## config.mk

```make
export PLATFORM = sky130hd
export DESIGN_NAME = dly_sched
export DESIGN_NICKNAME = d
export VERILOG_FILES = /design/src/rtl/dly_pkg.sv /design/src/rtl/dly_channel.sv /design/src/rtl/dly_fanout.sv /design/src/rtl/dly_sched.sv
export SDC_FILE = /design/constraint.sdc
export NUM_CORES = 1
export LEC_CHECK = 0
export ABC_AREA = 0
export BUFFER_PORTS_ARGS = -buffer_cell sky130_fd_sc_hd__buf_2
export CORE_MARGIN = 8
export CORE_UTILIZATION = 61
export DETAILED_ROUTE_END_ITERATION = 10
export PLACE_DENSITY = 0.79
export SYNTH_ARGS = -nofsm -noshare
export SYNTH_HDL_FRONTEND = slang
export SYNTH_SLANG_ARGS = --single-unit
```

## constraint.sdc

```tcl
create_clock -name clk -period 2.8 [get_ports clk]
set_input_delay 0.28 -clock clk [delete_from_list [all_inputs] [get_ports clk]]
set_output_delay 0.28 -clock clk [all_outputs]
set_load 0.01 [all_outputs]
```

## src/rtl/dly_pkg.sv

```systemverilog
package dly_pkg;
    localparam int NUM_CH  = 4;
    localparam int NUM_SLT = 8;
    localparam int DLY_W   = 11;
    localparam int LOOP_W  = 5;

    typedef struct packed {
        logic [NUM_CH-1:0]  chain;
        logic [NUM_SLT-1:0] slots;
        logic [LOOP_W-1:0]  loops;
        logic [DLY_W-1:0]   delay;
    } dly_cfg_t;

    // Delay zero behaves as one tick
    function automatic logic at_end(input logic [DLY_W-1:0] cnt);
        return (cnt >> 1) == '0;
    endfunction
endpackage

```

## src/rtl/dly_channel.sv

```systemverilog
module dly_channel
    import dly_pkg::*;
(
    input  logic     clk,
    input  logic     rst,
    input  logic     tick,
    input  logic     cfg_we,
    input  dly_cfg_t cfg_in,
    input  logic     kick_set,
    input  logic     kick_clr,
    input  logic     restart,
    output logic     expire,
    output dly_cfg_t cfg_q
);
    logic              active_q;
    logic [DLY_W-1:0]  count_q;
    logic [LOOP_W-1:0] loops_q;
    logic              start;

    assign start  = (kick_set | restart) && (cfg_q != '0);
    assign expire = active_q && tick && at_end(count_q) && !kick_clr && !start;

    always_ff @(posedge clk) begin
        if (rst) begin
            cfg_q    <= '0;
            active_q <= 1'b0;
            count_q  <= '0;
            loops_q  <= '0;
        end else begin
            if (cfg_we)
                cfg_q <= cfg_in;
            if (kick_clr) begin
                active_q <= 1'b0;
            end else if (start) begin
                active_q <= 1'b1;
                count_q  <= cfg_q.delay;
                loops_q  <= cfg_q.loops;
            end else if (active_q && tick) begin
                if (at_end(count_q)) begin
                    if (loops_q != '0) begin
                        loops_q <= loops_q - 1'b1;
                        count_q <= cfg_q.delay;
                    end else begin
                        active_q <= 1'b0;
                    end
                end else begin
                    count_q <= count_q - 1'b1;
                end
            end
        end
    end


    halt_chk: assert property (@(posedge clk) disable iff (rst)
        kick_clr |=> !active_q);

    idle_cfg_chk: assert property (@(posedge clk) disable iff (rst)
        (cfg_q == '0 && !active_q) |=> !active_q);

    loop_dec_chk: assert property (@(posedge clk) disable iff (rst)
        (expire && loops_q != '0) |=> (active_q && loops_q == $past(loops_q) - 1'b1));

    loop_end_chk: assert property (@(posedge clk) disable iff (rst)
        (expire && loops_q == '0) |=> !active_q);
endmodule

```

## src/rtl/dly_fanout.sv

```systemverilog
module dly_fanout
    import dly_pkg::*;
#(
    parameter int N_CH = NUM_CH
) (
    input  logic                          clk,
    input  logic                          rst,
    input  logic [N_CH-1:0]               expire,
    input  logic [N_CH-1:0][NUM_SLT-1:0]  slot_masks,
    input  logic [N_CH-1:0][N_CH-1:0]     chain_masks,
    output logic [NUM_SLT-1:0]            slot_trig,
    output logic [N_CH-1:0]               chan_start
);
    logic [NUM_SLT-1:0] slot_d;
    logic [N_CH-1:0]    start_d;

    always_comb begin
        slot_d  = '0;
        start_d = '0;
        for (int i = 0; i < N_CH; i++) begin
            if (expire[i]) begin
                slot_d  = slot_d | slot_masks[i];
                start_d = start_d | chain_masks[i];
            end
        end
    end

    always_ff @(posedge clk) begin
        if (rst) begin
            slot_trig  <= '0;
            chan_start <= '0;
        end else begin
            slot_trig  <= slot_d;
            chan_start <= start_d;
        end
    end


    slot_src_chk: assert property (@(posedge clk) disable iff (rst)
        (|slot_trig) |-> $past(|expire));

    start_src_chk: assert property (@(posedge clk) disable iff (rst)
        (|chan_start) |-> $past(|expire));

    slot_pulse_chk: assert property (@(posedge clk) disable iff (rst)
        (|slot_trig) |=> ((slot_trig & $past(slot_trig)) == '0 || $past(|expire)));
endmodule

```

## src/rtl/dly_sched.sv

```systemverilog
module dly_sched
    import dly_pkg::*;
(
    input  logic                clk,
    input  logic                rst,
    input  logic                tick,
    input  logic                cfg_we,
    input  logic [1:0]          cfg_idx,
    input  logic [DLY_W-1:0]    cfg_delay,
    input  logic [LOOP_W-1:0]   cfg_loops,
    input  logic [NUM_SLT-1:0]  cfg_slots,
    input  logic [NUM_CH-1:0]   cfg_chain,
    input  logic [NUM_CH-1:0]   kick_set,
    input  logic [NUM_CH-1:0]   kick_clr,
    output logic [NUM_SLT-1:0]  slot_trig,
    output logic [NUM_CH-1:0]   chan_start
);
    dly_cfg_t                        cfg_word;
    dly_cfg_t [NUM_CH-1:0]           cfg_bank;
    logic [NUM_CH-1:0]               expire;
    logic [NUM_CH-1:0][NUM_SLT-1:0]  slot_masks;
    logic [NUM_CH-1:0][NUM_CH-1:0]   chain_masks;

    assign cfg_word = '{chain: cfg_chain, slots: cfg_slots,
                        loops: cfg_loops, delay: cfg_delay};

    for (genvar g = 0; g < NUM_CH; g++) begin : g_ch
        dly_channel u_ch (
            .clk      (clk),
            .rst      (rst),
            .tick     (tick),
            .cfg_we   (cfg_we && cfg_idx == g),
            .cfg_in   (cfg_word),
            .kick_set (kick_set[g]),
            .kick_clr (kick_clr[g]),
            .restart  (chan_start[g]),
            .expire   (expire[g]),
            .cfg_q    (cfg_bank[g])
        );
        assign slot_masks[g]  = cfg_bank[g].slots;
        assign chain_masks[g] = cfg_bank[g].chain;
    end

    dly_fanout #(.N_CH(NUM_CH)) u_fan (
        .clk         (clk),
        .rst         (rst),
        .expire      (expire),
        .slot_masks  (slot_masks),
        .chain_masks (chain_masks),
        .slot_trig   (slot_trig),
        .chan_start  (chan_start)
    );


    rst_out_chk: assert property (@(posedge clk)
        $past(rst) |-> (slot_trig == '0 && chan_start == '0));
endmodule

```

======== After elaboration in Yosys (flattened, before gate mapping) ========
Cells that the tools add are included.
word-level totals
  RAM bits ................................ 0
  memories ................................ 0
  latch bits .............................. 0
  bits in read-only memories .............. 0
  bits of input ports ..................... 42
  output and inout port bits .............. 12
  logic and storage cells ................. 192
  register bits after elaboration ......... 192
cells by class
  shift-type cells ........................ 0
  div/mod/pow operators ................... 0
  add/sub/neg operators ................... 8
  magnitude comparators ................... 0
  mux-type cells .......................... 56
  eq/ne operators ......................... 11
  bitwise logic cells ..................... 14
  reductions and logical operators ........ 73
  multipliers ............................. 0
operators by type and width
  kind                   count
  $mux 11                16
  $reduce_bool 28->1     4
  $mux 5                 16
  $logic_not 11->1       4
  $sub 11x1->11 const B  4
  $mux 8                 4
  $logic_and 1x1->1      24
  $or 8x8->8             3
  $reduce_and 3->1       8
  $reduce_bool 2->1      12
  $reduce_bool 5->1      4
  $sub 5x1->5 const B    4
  $mux 1                 16
  $mux 4                 4
  $reduce_and 4->1       4
  $ne 3x2->1 const B     4
  $or 4x4->4             3
  $logic_not 1->1        8
  $ne 2x1->1 const B     4
  $reduce_or 2->1        4
  $eq 2x2->1 const B     2
  $not 1->1              4
  $or 1x1->1             4
  $eq 2x1->1 const B     1
  $logic_not 2->1        1

======== Depth between registers and ports, before layout ========
Gate-level depths: netlist of run 1.
  word-level depth ........................ 11
  depth in mapped cells ................... 9
  gate-level depth less buffers ........... 8

======== Modules after synthesis ========
Synthesis of run 1 repeated with hierarchy kept, for this count alone.
unflattened totals
  cell total of the unflattened synthesis .. 1073
  area total of the unflattened synthesis .. 9497.9 um2
modules (own cells, without submodules)
  module       cells each  seq. area each (um2)  instances  area each (um2)
  dly_channel  254         900.9                 4          2234.6
  dly_fanout   53          240.2                 1          521.8
  dly_sched    4           0.0                   1          37.5

======== Least setup slack after synthesis of run 1 ========
Ideal clock, no wire load.
  kind .................................... register to register
  from .................................... reg g_ch[0].u_ch.count_q[4]
  to ...................................... reg g_ch[0].u_ch.count_q[0]
  library setup time ...................... 0.133 ns
  data arrival time ....................... 1.927 ns
  period minus slack after synthesis ...... 2.060 ns
  stages on the path, launching flop included .. 9
  path slack .............................. 0.740 ns
  buffers on the path ..................... 3
  cells stage by stage .................... dfxtp_1 buf_6 or4_4 nor4_4 buf_6 a21oi_2 o21ai_1 buf_4 o221ai_1
on the way
  word-level cells in the longest chain between the ends .. 4
  elaborated cells between the ends (all ways) .. 6
  classes of those cells .................. 1 x eq/ne; 3 x mux; 2 x reduce/logical
RTL lines
  what                      RTL line           RTL
  start: declaration        dly_channel.sv:16  logic [DLY_W-1:0] count_q;
  start signal: assignment  dly_channel.sv:36  count_q <= cfg_q.delay;
  start signal: assignment  dly_channel.sv:42  count_q <= cfg_q.delay;
  start signal: assignment  dly_channel.sv:47  count_q <= count_q - 1'b1;
  $logic_not 11->1 *        dly_pkg.sv:16      return (cnt >> 1) == '0;
  $mux 11                   dly_channel.sv:39  if (at_end(count_q)) begin
  $mux 11                   dly_channel.sv:38  end else if (active_q && tick) begin
  $mux 11                   dly_channel.sv:34  end else if (start) begin
Every way passes the cells marked *; elsewhere a longest branch is shown, timed or not. The select of a mux whose other input is x is not followed.
A chain may end at the register's enable or synchronous reset.

======== Worst setup path in the final report of run 1 ========
  from .................................... reg g_ch[0].u_ch.cfg_q[16] (netlist name)
  to ...................................... reg g_ch[0].u_ch.count_q[7]
on the way
  word-level cells in the longest chain between the ends .. 4
  elaborated cells between the ends (all ways) .. 6
  classes of those cells .................. 1 x eq/ne; 1 x mux; 4 x reduce/logical
RTL lines
  what                                                              RTL line           RTL
  start: declaration                                                dly_channel.sv:13  output dly_cfg_t cfg_q
  start signal: assignment                                          dly_channel.sv:31  cfg_q <= cfg_in;
  $reduce_bool 28->1 *                                              dly_channel.sv:20  assign start = (kick_set | restart) && (cfg_q != '0);
  $logic_and 1x1->1 *                                               dly_channel.sv:20
  $ne 3x2->1 (no line) / $reduce_bool 2->1 (equally long branches)  --
  $reduce_and 3->1 (no line)                                        --
Every way passes the cells marked *; elsewhere a longest branch is shown, timed or not.

==> results.py, run 1 <==
metrics = {
    "cells_and_area": {
        "num-nets-final": 1220,
        "n_antenna_cell": 0,
        "drive_gt1_share_pct": 11.9,
        "layout-area-overhead-vs-synth_pct": 11.1,
    },
    "synth": {
        "ys.flop_type": "dfxtp_1",
        "yosysWarnings": 0,
        "synth_top_area_share_pct": 43.2,
        "syn-cell-area_sq_um": 8890,
        "synth_commonest_cells": "nand2_1, dfxtp_1, a21oi_1",
        "async_reset_ff_share_pct": 0,
        "synth.avg_cell_area_sq_um": 7.83,
        "synthTopCellsByArea": "dfxtp_1, nand2_1, a21oi_1",
        "synth-seq-cells": 192,
        "synth_edf_count": 0,
        "synth.most_common_cell": "nand2_1",
        "synth_area_leader_cell": "dfxtp_1",
        "syn-num-nets": 1189,
        "synthDistinctLibCells": 67,
        "netlist_instances": 1135,
        "ys_seq_area_share_pct": 43.2,
    },
    "setup_path": {
        "r2r-start": "g_ch[0].u_ch.cfg_q[16]",
        "worstPathCellList": "nor4_1 > nand4_1 > o22a_1 > or4_1 > o221ai_1",
        "critPathLaunchType": "register",
        "crit_fanout": 16,
        "worst_ep_required_time_ps": 3140,
        "max_stage_delay_ps": 700,
        "cp-end-kind": "register",
        "crit_type": "register to register",
        "cp_data_arrival_time_ps": 2870,
        "slowest_stage": "or4_1",
        "r2r_cells": 5,
        "r2r_end": "g_ch[0].u_ch.count_q[7]",
        "r2r_slack_ps": 270,
    },
    "detailed_routing": {
        "drt_iter0_markers": 1086,
        "drc": 0,
        "final_antenna_net_count": 0,
        "dr_total_vias": 8565,
        "drt-pass1-iter-count": 7,
        "totalWireLength_microns": 25700,
        "avgRoutedWirePerCell_microns": 18.8,
        "viasPerCell": 6.28,
    },
    "clock_tree": {
        "cts_buffer_depth": 2,
        "clkSinkCount": 192,
        "cts_buffers": 17,
        "tritoncts": "built",
        "post-cts-setup-buffers": 0,
        "cts_root_buffer": "clkbuf_16",
        "h-tree-depth": 4,
        "clk_pin_slew_ps": 70,
        "cts_resized": 0,
        "holdBufCountCts": 0,
        "clk_latency_ps": 440,
    },
    "floorplanning": {
        "die_y_microns": 137,
        "rows": 44,
        "dieWidth_microns": 137,
        "initial_core_util_pct": 61.9,
        "io-pin-count": 54,
        "core_sq_um": 14400,
        "dieArea_sq_um": 18700,
    },
    "timing": {
        "tns_ps": 0,
        "worstMarginPinSlew_ps": 775,
        "clock.fmax_mhz": 395,
        "whs_ps": 23.9,
        "setup_viol": 0,
        "slew_violations": 0,
        "finalHoldViolCount": 0,
        "period_share_pct": 90.4,
        "final.setup_skew_ps": 10.8,
        "period_needed_ps": 2530,
        "slew_headroom_pct": 47.6,
        "rsz0062_at_grt": "false",
    },
    "hold_path": {
        "worstHoldStart": "kick_clr[3]",
        "hold_depth": 2,
        "whs_endpoint": "g_ch[3].u_ch.active_q",
        "hold_path_class": "input port to register",
    },
    "global_routing": {
        "grt_use_total_pct": 27.9,
        "grt_max_degree": 62,
        "overflow": 0,
        "antenna_found_initial": 0,
        "grt_pass1_vias": 7971,
        "grt_pass1_wl_microns": 41300,
    },
    "pwr": {
        "ir_drop_mv": 0.506,
        "p_leak_nw": 3.66,
        "power_density_nw_per_um2": 759,
        "finalPower_mw": 7.50,
    },
    "run_status": {
        "status": "finished clean",
    },
    "placement": {
        "gp_congestion": 0.946,
        "hpwl_microns": 17900,
        "port_buffers": 53,
    },
    "flow_run": {
        "drv_cap": 0,
    },
}
how the worst max path moves through the flow:
stage | from | to | slack, ps | cells after the start
final | g_ch[0].u_ch.cfg_q[16] | g_ch[0].u_ch.count_q[7] | 270 | 5
after global routing | g_ch[0].u_ch.cfg_q[17] | g_ch[0].u_ch.count_q[7] | 90 | 5
after floorplan | g_ch[0].u_ch.count_q[4] | g_ch[0].u_ch.count_q[0] | 740 | 8
after detailed placement | g_ch[0].u_ch.cfg_q[16] | g_ch[0].u_ch.count_q[2] | 320 | 6
after global placement | g_ch[0].u_ch.cfg_q[16] | g_ch[0].u_ch.count_q[2] | 360 | 6
after CTS | g_ch[0].u_ch.cfg_q[16] | g_ch[0].u_ch.count_q[7] | 310 | 5
layout make-up:
cell class / instances / area (sq um)
Multi-Input combinational cell: 848 / 4660
Fill cell: 1139 / 4490
Sequential cell: 192 / 3840
Clock buffer: 23 / 468
Timing Repair Buffer: 78 / 455
Tap cell: 184 / 230
Inverter: 29 / 109
Clock inverter: 9 / 108
where the power goes:
group	leakage (nW)	internal, mW	switching (mW)
registers	1.56	2.88	0.161
logic	1.82	0.820	1.22
clock network	0.278	1.36	1.05
critical path, delay by kind of cell, from the launching register on:
kind / cells / cell delay, ps
AO/OA/AOI/OAI: 2 / 730
AND/OR/NAND/NOR: 3 / 1390
flip-flops: 1 / 330
registers in the layout, summed over array words and instances (netlist names):
signal and flops:
g_ch.u_ch.active_q 4, g_ch.u_ch.cfg_q 112, g_ch.u_ch.count_q 44, g_ch.u_ch.loops_q 20
u_fan.chan_start 4, u_fan.slot_trig 8
cell families (layout without fill, tap and decap cells):
family                     after synthesis  in the layout  synth area share, %
AOI/OAI and AO/OA                      295            295                 20.8
xor gates and xnor gates                12             12                 1.18
adders and majority gates               12             12                 1.69
buffers and inverters                   95            139                 4.50
DFF                                    192            192                 43.2
muxes                                   20             20                 2.27
and+or+nand+nor                        509            509                 26.3
placed cells by master (no fill, tap or decap), drive strengths merged, types with 6 or more instances in the layout:
cell       n
nor2      39
a222oi    12
clkbuf    23
or4        7
xnor2      8
o2bb2ai   14
o22ai     10
o31ai      6
dfxtp    192
ha        12
nor3b      9
nor3      40
inv       30
and3       6
o21ai     39
nor4b      6
a21oi    160
buf       78
nand2    299
nand3     23
or2       10
mux2i     19
nor4      47
stage by stage:
step           utilization, %  setup slack, ps  area [sq um]  cells
3_5_place_dp             64.7              324          9300   1331
2_1_floorplan               -              740          8890   1135
6_report                 68.7              269          9870   1363
3_3_place_gp             64.7              355          9300   1331
5_1_grt                  68.7             86.9          9870   1363
4_1_cts                  68.7              307          9870   1363
layer usage:
metal	global-route usage, %	vias up	share of wire (%)
met3	5.40	70	8.9
met1	38.0	3958	43
li1	-	4114	-
met4	12.3	0	3.8
met2	42.2	423	44
met5	0	-	0
(Power assumes the default switching activity.)
==> inputs of run 2 (changes only) <==
- CORE_MARGIN: 8 -> 4
==> results.py, run 2 (synthesis gave the netlist of run 1 again) <==
metrics = {
    "global_routing": {
        "grt_use_met1_pct": 43.3,
        "grt_max_degree": 78,
        "grtUsageMet2_pct": 44.1,
        "overflow": 0,
        "grt.busiest_layer": "met2",
        "grt_use_met3_pct": 7.89,
        "grt_use_total_pct": 30.3,
        "grt_pass1_wl_microns": 40100,
        "antenna_found_initial": 0,
        "grt_pass1_vias": 7667,
    },
    "setup_path": {
        "crit_type": "register to register",
        "worstPathCellList": "nor4_1 > nand3_1 > nor3_1 > a21oi_1 > or2_2 > a21oi_1",
        "crit_fanout": 9,
        "worst_path_most_repeated_cell": "a21oi_1",
        "cp_data_arrival_time_ps": 2780,
        "max_stage_delay_ps": 660,
        "slowest_stage": "nor4_1",
        "path_delay_family": "simple AND/OR/NAND/NOR gates",
        "critPathLaunchType": "register",
        "worst_ep_required_time_ps": 3160,
        "cp_num_buf_inv": 0,
        "cp-end-kind": "register",
    },
    "clock_tree": {
        "h-tree-depth": 4,
        "post-cts-setup-buffers": 0,
        "clk_latency_ps": 430,
        "holdBufCountCts": 0,
        "clkSinkCount": 192,
        "clk_pin_slew_ps": 70,
        "cts_resized": 0,
        "cts_buffers": 17,
        "cts_root_buffer": "clkbuf_16",
        "cts_buffer_depth": 2,
        "tritoncts": "built",
    },
    "cells_and_area": {
        "final_cell_mix": "nand2_1, dfxtp_1, a21oi_1, buf_2, nor4_1",
        "regArea_sq_um": 3840,
        "top_regs": "g_ch.u_ch.cfg_q x112, g_ch.u_ch.count_q x44, g_ch.u_ch.loops_q x20",
        "largest_reg_flops": 112,
        "n_antenna_cell": 0,
        "layout-area-overhead-vs-synth_pct": 11.4,
        "fillers": 1159,
        "final_common_cell": "nand2_1",
        "num-nets-final": 1221,
        "regMostFlops": "g_ch.u_ch.cfg_q",
        "multi_input_area_sq_um": 4660,
        "drive_gt1_share_pct": 12.2,
    },
    "floorplanning": {
        "die_y_microns": 129,
        "dieArea_sq_um": 16600,
        "initial_core_util_pct": 63.1,
        "dieWidth_microns": 129,
        "core_sq_um": 14100,
        "rows": 43,
        "io-pin-count": 54,
    },
    "detailed_routing": {
        "final_antenna_net_count": 0,
        "drt-pass1-iter-count": 6,
        "totalWireLength_microns": 25000,
        "drt_iter0_markers": 1070,
        "avgRoutedWirePerCell_microns": 18.4,
        "dr_total_vias": 8550,
        "drc": 0,
        "viasPerCell": 6.29,
    },
    "placement": {
        "hpwl_microns": 17700,
        "port_buffers": 53,
        "gp_congestion": 0.921,
    },
    "pwr": {
        "p_leak_nw": 3.68,
        "ir_drop_mv": 0.554,
        "power_density_nw_per_um2": 762,
        "finalPower_mw": 7.54,
    },
    "hold_path": {
        "hold_path_class": "input port to register",
    },
    "timing": {
        "rsz0062_at_grt": "false",
        "period_share_pct": 86.3,
        "worstMarginPinSlew_ps": 819,
        "slew_headroom_pct": 45.4,
        "setup_viol": 0,
        "final.setup_skew_ps": 10.6,
        "slew_violations": 0,
        "tns_ps": 0,
        "finalHoldViolCount": 0,
        "clock.fmax_mhz": 414,
        "period_needed_ps": 2420,
    },
    "flow_run": {
        "drv_cap": 0,
    },
    "run_status": {
        "status": "finished clean",
    },
}
==> run 2: changes by cell type in the layout (fill, tap and decap cells not counted), sizes merged <==
cell      previous run  this run
clkinvlp             2         0
inv                 30        33
buf                 78        79
clkbuf              23        21
==> run 2: worst paths after layout <==
kind | start | endpoint | slack [ps] | cells after the start
max | g_ch[3].u_ch.count_q[4] | g_ch[3].u_ch.loops_q[4] | 380 | 6
max reg2reg | g_ch[3].u_ch.count_q[4] | g_ch[3].u_ch.loops_q[4] | 380 | 6
min reg2reg | g_ch[3].u_ch.cfg_q[20] | u_fan.slot_trig[4] | 450 | 2
min | kick_clr[3] | g_ch[3].u_ch.active_q | 10 | 2
==> run 2: layer usage <==
layer / routed length, microns / vias to the layer above
met5: 0 / -
met4: 861 / 0
met3: 2400 / 64
met2: 10900 / 416
met1: 10900 / 3962
li1: - / 4108
==> run 2: area by class of cell <==
cell class | instances | area share, %
Clock inverter | 10 | 1.24
Clock buffer | 21 | 4.85
Inverter | 29 | 1.10
Timing Repair Buffer | 79 | 4.67
Tap cell | 180 | 2.27
Sequential cell | 192 | 38.8
Multi-Input combinational cell | 848 | 47.1
==> run 2: metrics by stage <==
stage | std cells | cell area (sq um) | utilization [%] | setup slack [ps] | hold slack, ps
global route | 1359 | 9900 | 70.3 | 145 | 14.2
floorplan | 1135 | 8890 | - | 740 | 359
global placement | 1328 | 9300 | 66.0 | 474 | 449
detailed placement | 1328 | 9300 | 66.0 | 442 | 459
CTS | 1359 | 9900 | 70.3 | 418 | 6.51
finish | 1359 | 9900 | 70.3 | 383 | 14.8
==> run 2: power by group <==
part | leakage, nW | internal, mW | switching [mW]
registers | 1.56 | 2.88 | 0.163
clock network | 0.301 | 1.42 | 1.05
logic | 1.83 | 0.817 | 1.21
==> run 2: worst reg2reg max path: cells and delay by family (launching register included) <==
family	cells	cell delay [ps]
DFF	1	360
AOI/OAI and AO/OA	2	300
and+or+nand+nor	4	1690
